==> config.mk <==
export PLATFORM = sky130hd
export DESIGN_NAME = pwm_breather
export DESIGN_NICKNAME = d
export VERILOG_FILES = /design/src/rtl/pwm_breather_pkg.sv /design/src/rtl/pwm_cfg_regs.sv /design/src/rtl/pwm_period_ctr.sv /design/src/rtl/pwm_ramp_gen.sv /design/src/rtl/pwm_breather.sv
export SDC_FILE = /design/constraint.sdc
export NUM_CORES = 1
export LEC_CHECK = 0
export ABC_AREA = 1
export BUFFER_PORTS_ARGS = -buffer_cell sky130_fd_sc_hd__buf_2
export CAP_MARGIN = 20
export CORE_MARGIN = 1.5
export CORE_UTILIZATION = 42
export DETAILED_ROUTE_END_ITERATION = 10
export SLEW_MARGIN = 25
export SYNTH_ARGS = -nofsm -noshare
export SYNTH_HDL_FRONTEND = slang
export SYNTH_HIERARCHICAL = 1
export SYNTH_SLANG_ARGS = --single-unit
==> constraint.sdc <==
create_clock -name clk -period 4.66 [get_ports clk]
set_input_delay 1.398 -clock clk [delete_from_list [all_inputs] [get_ports clk]]
set_output_delay 1.398 -clock clk [all_outputs]
set_load 0.05 [all_outputs]
==> src/rtl/pwm_breather_pkg.sv <==
package pwm_breather_pkg;
  typedef enum logic {
    DIR_FALL = 1'b0,
    DIR_RISE = 1'b1
  } ramp_dir_e;

  localparam int unsigned DEF_CNT_W = 16;
endpackage

==> src/rtl/pwm_cfg_regs.sv <==
module pwm_cfg_regs #(
  parameter int unsigned CNT_W = 16,
  localparam int unsigned DW = 2 * CNT_W
) (
  input  logic             clk,
  input  logic             rst,
  input  logic             tim_we,
  input  logic [DW-1:0]    tim_wdata,
  input  logic             rmp_we,
  input  logic [DW-1:0]    rmp_wdata,
  output logic [CNT_W-1:0] period_o,
  output logic [CNT_W-1:0] fixed_thr_o,
  output logic             ramp_en_o,
  output logic [CNT_W-1:0] ramp_min_o,
  output logic [CNT_W-1:0] ramp_max_o
);
  localparam int unsigned MIN_W = CNT_W - 1;

  logic [MIN_W-1:0] min_q;

  // timing word: period in the upper half, fixed threshold in the lower half
  always_ff @(posedge clk) begin
    if (rst) begin
      period_o    <= '0;
      fixed_thr_o <= '0;
    end else if (tim_we) begin
      period_o    <= tim_wdata[DW-1:CNT_W];
      fixed_thr_o <= tim_wdata[CNT_W-1:0];
    end
  end

  // sweep word: enable at the top bit, floor below it, ceiling in the low half
  always_ff @(posedge clk) begin
    if (rst) begin
      ramp_en_o  <= 1'b0;
      min_q      <= '0;
      ramp_max_o <= '0;
    end else if (rmp_we) begin
      ramp_en_o  <= rmp_wdata[DW-1];
      min_q      <= rmp_wdata[DW-2:CNT_W];
      ramp_max_o <= rmp_wdata[CNT_W-1:0];
    end
  end

  assign ramp_min_o = {1'b0, min_q};
endmodule

==> src/rtl/pwm_period_ctr.sv <==
module pwm_period_ctr #(
  parameter int unsigned CNT_W = 16
) (
  input  logic             clk,
  input  logic             rst,
  input  logic [CNT_W-1:0] period_i,
  output logic [CNT_W-1:0] cnt_o,
  output logic             wrap_o
);
  logic [CNT_W:0] cnt_inc;

  // one extra bit so that period 0 and the all-ones count compare cleanly
  assign cnt_inc = {1'b0, cnt_o} + {{CNT_W{1'b0}}, 1'b1};
  assign wrap_o  = (cnt_inc >= {1'b0, period_i});

  always_ff @(posedge clk) begin
    if (rst) begin
      cnt_o <= '0;
    end else if (wrap_o) begin
      cnt_o <= '0;
    end else begin
      cnt_o <= cnt_inc[CNT_W-1:0];
    end
  end
endmodule

==> src/rtl/pwm_ramp_gen.sv <==
module pwm_ramp_gen
  import pwm_breather_pkg::*;
#(
  parameter int unsigned CNT_W = 16
) (
  input  logic             clk,
  input  logic             rst,
  input  logic             en_i,
  input  logic [CNT_W-1:0] min_i,
  input  logic [CNT_W-1:0] max_i,
  input  logic             wrap_i,
  output logic [CNT_W-1:0] thr_o,
  output ramp_dir_e        dir_o
);
  logic armed_q;
  logic do_load;
  logic do_step;
  logic at_top;
  logic at_bottom;

  assign do_load   = en_i & ~armed_q;
  assign do_step   = en_i & armed_q & wrap_i;
  assign at_top    = (thr_o >= max_i);
  assign at_bottom = (thr_o <= min_i);

  always_ff @(posedge clk) begin
    if (rst) begin
      armed_q <= 1'b0;
    end else begin
      armed_q <= en_i;
    end
  end

  always_ff @(posedge clk) begin
    if (rst) begin
      thr_o <= '0;
      dir_o <= DIR_RISE;
    end else if (do_load) begin
      thr_o <= min_i;
      dir_o <= DIR_RISE;
    end else if (do_step) begin
      if (dir_o == DIR_RISE) begin
        if (at_top) begin
          dir_o <= DIR_FALL;
          thr_o <= thr_o - 1'b1;
        end else begin
          thr_o <= thr_o + 1'b1;
        end
      end else begin
        if (at_bottom) begin
          dir_o <= DIR_RISE;
          thr_o <= thr_o + 1'b1;
        end else begin
          thr_o <= thr_o - 1'b1;
        end
      end
    end
  end
endmodule

==> src/rtl/pwm_breather.sv <==
module pwm_breather
  import pwm_breather_pkg::*;
#(
  parameter int unsigned CNT_W = DEF_CNT_W,
  localparam int unsigned DW = 2 * CNT_W
) (
  input  logic          clk,
  input  logic          rst,
  input  logic          tim_we,
  input  logic [DW-1:0] tim_wdata,
  input  logic          rmp_we,
  input  logic [DW-1:0] rmp_wdata,
  output logic          pwm_out
);
  logic [CNT_W-1:0] period_w;
  logic [CNT_W-1:0] fixed_thr_w;
  logic             ramp_en_w;
  logic [CNT_W-1:0] ramp_min_w;
  logic [CNT_W-1:0] ramp_max_w;
  logic [CNT_W-1:0] cnt_w;
  logic             wrap_w;
  logic [CNT_W-1:0] swept_thr_w;
  ramp_dir_e        dir_w;
  logic [CNT_W-1:0] thr_sel;

  pwm_cfg_regs #(.CNT_W(CNT_W)) u_cfg (
    .clk        (clk),
    .rst        (rst),
    .tim_we     (tim_we),
    .tim_wdata  (tim_wdata),
    .rmp_we     (rmp_we),
    .rmp_wdata  (rmp_wdata),
    .period_o   (period_w),
    .fixed_thr_o(fixed_thr_w),
    .ramp_en_o  (ramp_en_w),
    .ramp_min_o (ramp_min_w),
    .ramp_max_o (ramp_max_w)
  );

  pwm_period_ctr #(.CNT_W(CNT_W)) u_ctr (
    .clk     (clk),
    .rst     (rst),
    .period_i(period_w),
    .cnt_o   (cnt_w),
    .wrap_o  (wrap_w)
  );

  pwm_ramp_gen #(.CNT_W(CNT_W)) u_ramp (
    .clk   (clk),
    .rst   (rst),
    .en_i  (ramp_en_w),
    .min_i (ramp_min_w),
    .max_i (ramp_max_w),
    .wrap_i(wrap_w),
    .thr_o (swept_thr_w),
    .dir_o (dir_w)
  );

  assign thr_sel = ramp_en_w ? swept_thr_w : fixed_thr_w;

  always_ff @(posedge clk) begin
    if (rst) begin
      pwm_out <= 1'b0;
    end else begin
      pwm_out <= (cnt_w < thr_sel);
    end
  end
endmodule

# Word-level counts from Yosys, hierarchy flattened

Cells that the tools add are included.

Bits in registers: 99

Add/sub/neg operators: 3
$lt $le $gt $ge: 4
Mux-type cells: 9
Bitwise logic cells: 4
Reductions and logical operators: 3

Operators by type and width:

| kind                                                                 | count |
|---|---|
| 16-bit two-way mux                                                   | 4 |
| 15-bit two-way mux                                                   | 2 |
| 16-bit by 1-bit adder with 17-bit output, second input constant      | 1 |
| 17-bit by 16-bit greater-or-equal comparator with 1-bit output       | 1 |
| 16-bit by 1-bit adder with 16-bit output, second input constant      | 1 |
| 16-bit greater-or-equal comparator                                   | 1 |
| 16-bit by 15-bit less-or-equal comparator with 1-bit output          | 1 |
| 16-bit less-than comparator                                          | 1 |
| 16-bit by 1-bit subtractor with 16-bit output, second input constant | 1 |
| 2-bit OR reduction                                                   | 2 |
| 1-bit AND                                                            | 3 |
| 1-bit two-way mux                                                    | 3 |
| 2-bit nonzero test                                                   | 1 |
| 1-bit NOT                                                            | 1 |

# Logic depth before layout (Yosys ltp)

Depth after elaboration: 5
Mapped depth: 24
Gate-level depth less buffers: 23

# Cells and area by module

The synthesis kept the hierarchy.

By module, submodules not included:

| module         | instances | cells an instance | area each (um^2) | seq. area each (um^2) |
|---|---|---|---|---|
| pwm_cfg_regs   | 1         | 407               | 2685.1           | 1281.2 |
| pwm_ramp_gen   | 1         | 398               | 2486.1           | 360.3 |
| pwm_period_ctr | 1         | 191               | 1292.5           | 320.3 |
| pwm_breather   | 1         | 71                | 543.0            | 20.0 |

# Worst setup path before layout

Ideal clock, no wire load.

Path type: reg-to-reg
From: register u_ctr.cnt_o[0]
To: register u_ramp.thr_o[9]
Setup time: 131 ps
Arrival time: 2972 ps
Data required time: 4529 ps
Slack: 1557 ps
Stages on the path, launching flop included: 22
Period minus slack after synthesis: 3103 ps
Path through: dfxtp_1 > ha_1 > nand2_2 > nor2_4 > nand3_2 > nor2_1 > inv_1 > nor2_1 > xor2_1 > inv_1 > ha_1 > nand2_1 > nor3_1 > o21a_1 > nand2_2 > nand2_1 > nand3_1 > nand2_1 > buf_2 > o22ai_1 > inv_1 > a21oi_2

Longest elaborated chain between the ends: 4

RTL lines:

| item                                                           | line                 | RTL |
|---|---|---|
| start, declared                                                | pwm_period_ctr.sv:7  | `output logic [CNT_W-1:0] cnt_o,` |
| start signal, assigned                                         | pwm_period_ctr.sv:22 | `cnt_o <= cnt_inc[CNT_W-1:0];` |
| 16-bit by 1-bit adder with 17-bit output                       | pwm_period_ctr.sv:13 | `assign cnt_inc = {1'b0, cnt_o} + {{CNT_W{1'b0}}, 1'b1};` |
| net u_ctr.cnt_inc[12]                                          | pwm_period_ctr.sv:10 | `logic [CNT_W:0] cnt_inc;` |
| 17-bit by 16-bit greater-or-equal comparator with 1-bit output | pwm_period_ctr.sv:14 | `assign wrap_o = (cnt_inc >= {1'b0, period_i});` |
| net wrap_w                                                     | pwm_breather.sv:21   | `logic wrap_w;` |
| 1-bit AND                                                      | pwm_ramp_gen.sv:22   | `assign do_step = en_i & armed_q & wrap_i;` |
| 2-bit nonzero test (no source line)                            | --                   |  |
| end signal, assigned                                           | pwm_ramp_gen.sv:39   | `thr_o <= min_i;` |
| end signal, assigned                                           | pwm_ramp_gen.sv:45   | `thr_o <= thr_o - 1'b1;` |
| end signal, assigned                                           | pwm_ramp_gen.sv:47   | `thr_o <= thr_o + 1'b1;` |
| end, declared                                                  | pwm_ramp_gen.sv:12   | `output logic [CNT_W-1:0] thr_o,` |

The timed path passes the listed nets, and every way through them passes these cells.
A chain may end at the register's enable or synchronous reset.

# Worst setup path in the final report

From: register u_ctr.cnt_o[0]
To: register u_ramp.thr_o[0]

The elaborated chain is that of the path after synthesis.

==> summary by stage <==
Timing
The number of endpoints with negative hold slack in the final report is 0. The minimum clock period is 3720 ps. The worst path uses 79.9% of the clock period.

The number of pins with negative max-slew slack in the final report came to 0. Static timing analysis puts the maximum clock frequency at 0.269 GHz. Setup violations remaining at the end of the flow were counted as 0.

Setup repair after global routing left no endpoint under its margin. The minimum hold slack is 470 ps. After routing, the total negative slack on setup checks comes to 0 ps. The normalized max-slew margin is 54.9%. The clock arrives with 7.67 ps of skew.

At the pin with the least slew margin, the transition time is 675 ps.

Pwr
The net switching power figure is 0.623 mW. Total power for the finished layout comes to 2.16 mW. The worst ir drop on vdd is 168 uV.

The switching fraction of total power is 28.8%. The leakage component of the power is 4.15 nW. In this run the power density over the cells is 281 nW/um^2. Cell internal power was estimated by the tool at 1.54 mW. In this run, the clock network consumes 37.4% of the power. The share of power burned in combinational logic is 19.6%. The part of the power in registers is 43.0%.

Worst setup path
On the worst path, the slowest cell contributes a delay of 550 ps. The worst register-to-register path begins at u_ctr/cnt_o[0]$_SDFF_PP0_. The kind of end point of the critical path is a flip-flop. The startpoint kind of the worst setup timing path is a flip-flop. Measured in cells, the most critical reg-to-reg path has a length of 20.

The slack of the worst reg-to-reg path is 940 ps. Along the worst path, the maximum fanout reaches 16. The largest individual stage delay along the critical path comes from the cell sky130_fd_sc_hd__nand2_1. The worst setup path startpoint is u_ctr/cnt_o[0]$_SDFF_PP0_. The worst register-to-register path ends at u_ramp/thr_o[0]$_SDFFE_PP0P_.

For the worst setup path, the data arrival time is 3960 ps. The critical path goes through ha_1 -> nand2_2 -> nor2_4 -> nand3_2 -> nor2_1 -> inv_1 -> nor2_1 -> xor2_1 -> inv_1 -> ha_1 -> nand2_1 -> nor3_1 -> o21a_1 -> nand2_2 -> nand2_1 -> nand3_1 -> nand2_1 -> o21ai_0 -> o21ai_0 -> inv_1. For the worst setup path, the data required time is 4900 ps. The worst setup path is of the reg -> reg kind.

Min path
The worst hold path depth is 2. The hold path startpoint is u_cfg/period_o[9]$_SDFFE_PP0P_. The worst hold path terminates at u_cfg/period_o[9]$_SDFFE_PP0P_. The path class of the tightest hold or removal check is reg -> reg.

CTS
The clock passes through at most 2 buffers. After clock tree synthesis, the setup repair step added 0 buffers. The CTS tree is done. In this run the number of H-tree levels came out at 3. Clock tree synthesis found a total of 99 sinks. The root buffer selected by CTS is sky130_fd_sc_hd__clkbuf_16.

The clock latency at the later pin of the worst-skew pair is 350 ps. The number of buffers inserted during clock tree synthesis is 9. The post-cts hold buffer count is 0. The post-cts sizing count is 0.

After clock tree synthesis, the clock-pin slew on the worst setup and hold paths is 70 ps.

Floorplanning
The die outline height is 132 um. The number of top-level design ports is 69. Measured along the x axis, the die boundary spans 132 um.

The core outline area is 16,500 um^2. The floorplan step defined a die boundary enclosing 17,500 um^2. The starting density of the core is 42.6%. In this run the core area contains 47 standard-cell rows.

Yosys
The commonest cells after synthesis are sky130_fd_sc_hd__nand2_1 (258), sky130_fd_sc_hd__inv_1 (205), sky130_fd_sc_hd__nor2_1 (173). The portion of the post-synthesis area used by sequential elements is 28.3%. After synthesis the netlist holds a flip-flop and latch count of 99. In this run, synthesis inferred 0 flip-flops with an integrated enable.

The proportion of synthesized flip-flops having asynchronous set or reset is 0%. By area the synthesized netlist is led by sky130_fd_sc_hd__dfxtp_1 (28%), sky130_fd_sc_hd__nand2_1 (14%), sky130_fd_sc_hd__ha_1 (12%). The area share of the largest cell type after synthesis is 28.3%. Among all cell types in the netlist, the one instantiated most often is sky130_fd_sc_hd__nand2_1.

When the netlist entered floorplanning its net count stood at 1,201. Each instance of the synthesized netlist takes up on average 6.57 um^2. The synthesized instance count is 1,067.

The mapped netlist covers 7010 um^2. The largest total area in the synthesized netlist belongs to sky130_fd_sc_hd__dfxtp_1. The number of unique standard cell types used by synthesis is 39. During synthesis, Yosys emitted a total of 6 warnings. The most used flip-flop cell after synthesis is sky130_fd_sc_hd__dfxtp_1.

Routing
The number of vias in the routed layout is 6,262. In this run, the number of DRC markers left after iteration 0 of detailed routing was 279. The first detailed-routing pass ran for 4 iterations. The wire length per cell is 12.0 um. The via density per instance is 4.67. The post-route DRC violation count is 0. The number of routed nets with antenna violations is 0. Summed over all layers, the routed wires come to 16,100 um.

GRT
The total congestion overflow is 0. The maximum number of pins on one net before global-route repair is 65. Global routing consumed, over all layers together, 19.2% of the routing resources. The first global-routing pass estimated 27,300 um of wire.

The initial antenna violation count was 0. The via count of the first global-routing pass is 5,830.

Cells and area
The number of nets in the layout is 1,251. The count of antenna diodes in the layout is 0. The fraction of layout cells with a size suffix above 1 is 11.5%.

The count of filler cells inserted in the layout is 1,832. The layout-stage area growth over the synthesis result is 9.82%. The end-of-flow core utilization is 46.7%.

Run
The number of violations of the max-capacitance limit is 0.

Placed design
The congestion estimate from routability-driven global placement came to 0.832. The HPWL after detailed placement is 11,900 um. The total of buffers placed on input and output ports is 68.

Run status
The run finished with clean final reports.
==> worst max path at each step <==
stage | to | slack [ps] | depth (start not counted)
2_1_floorplan | u_ramp/thr_o[9]$_SDFFE_PP0P_ | 1560 | 21
3_3_place_gp | u_ramp/dir_o$_SDFFE_PP1P_ | 1090 | 22
3_5_place_dp | u_ramp/dir_o$_SDFFE_PP1P_ | 990 | 22
4_1_cts | u_ramp/dir_o$_SDFFE_PP1P_ | 930 | 22
5_1_grt | u_ramp/thr_o[0]$_SDFFE_PP0P_ | 520 | 20
6_report | u_ramp/thr_o[0]$_SDFFE_PP0P_ | 940 | 20
==> logic make-up (layout without fill, tap and decap cells) <==
| logic type | after synthesis | after routing | share of synthesized area (%) |
|---|---|---|---|
| compound gates | 70 | 70 | 5.73 |
| xor+xnor | 35 | 35 | 4.38 |
| fa+ha+maj | 66 | 66 | 11.8 |
| buf+inv | 248 | 302 | 15.5 |
| flops | 99 | 99 | 28.3 |
| mux | 15 | 15 | 2.14 |
| other cells | 1 | 1 | 0.0535 |
| simple gates | 533 | 533 | 32.1 |
==> power by group through the flow <==
stage | Clock, mW | Combinational (mW) | Sequential (mW)
after floorplan | 0 | 0.341 | 0.940
after global placement | 0 | 0.421 | 0.950
after detailed placement | 0 | 0.423 | 0.951
after CTS | 0.828 | 0.426 | 0.932
after global routing | 0.861 | 0.494 | 0.938
final | 0.809 | 0.424 | 0.932
==> per-stage QoR <==
step | worst slack (ps) | instance area, um^2 | instances
detailed placement | 991 | 7370 | 1326
finish | 938 | 7690 | 1341
global route | 517 | 7690 | 1341
floorplan | 1560 | 7010 | 1067
global placement | 1090 | 7370 | 1326
CTS | 934 | 7690 | 1341
==> cells in the final DEF, fill, tap and decap left out, types with 6 or more instances in the layout <==
master | Yosys | final
sky130_fd_sc_hd__nand3_1 | 49 | 49
sky130_fd_sc_hd__nand4_1 | 7 | 7
sky130_fd_sc_hd__nor3_1 | 11 | 11
sky130_fd_sc_hd__o22ai_1 | 15 | 15
sky130_fd_sc_hd__clkbuf_16 | 0 | 9
sky130_fd_sc_hd__mux2i_1 | 15 | 15
sky130_fd_sc_hd__xor2_1 | 32 | 32
sky130_fd_sc_hd__inv_1 | 205 | 205
sky130_fd_sc_hd__nor2_1 | 173 | 173
sky130_fd_sc_hd__dfxtp_1 | 99 | 99
sky130_fd_sc_hd__nor2_2 | 15 | 15
sky130_fd_sc_hd__o21ai_0 | 6 | 6
sky130_fd_sc_hd__nand2_1 | 258 | 258
sky130_fd_sc_hd__a21oi_1 | 37 | 37
sky130_fd_sc_hd__inv_2 | 7 | 7
sky130_fd_sc_hd__buf_2 | 10 | 66
sky130_fd_sc_hd__ha_1 | 66 | 66
==> layout make-up <==
type | count | area (um^2) | share of cell area [%]
multi-input combinational | 720 | 3940 | 51.2
sequential | 99 | 1980 | 25.8
inverter | 216 | 813 | 10.6
timing repair buffer | 71 | 368 | 4.78
tap | 220 | 275 | 3.58
clock buffer | 11 | 243 | 3.15
clock inverter | 4 | 73.8 | 0.959
==> critical path: cells and delay by family, from the launching register on <==
kind	cells	cell delay [ps]
AOI/OAI and AO/OA	3	470
xor gates and xnor gates	1	190
adders and majority gates	2	520
buffers and inverters	3	170
DFF	1	440
and+or+nand+nor	11	1820
==> routing by layer <==
layer	track usage [%]	vias up	part of all wire (%)
met5	0	-	0
met4	5.37	0	1.4
met3	2.69	17	4.2
met2	32.3	116	45
met1	25.7	2783	49
li1	-	3346	-
==> flip-flops by register name, indices dropped and copies added, names as in the netlist <==
name	count
u_cfg/fixed_thr_o	16
u_cfg/period_o	16
u_cfg/ramp_max_o	16
u_ctr/cnt_o	16
u_ramp/thr_o	16
u_cfg/min_q	15
pwm_out	1
u_cfg/ramp_en_o	1
u_ramp/armed_q	1
u_ramp/dir_o	1
Power figures use the tool's default switching activity.
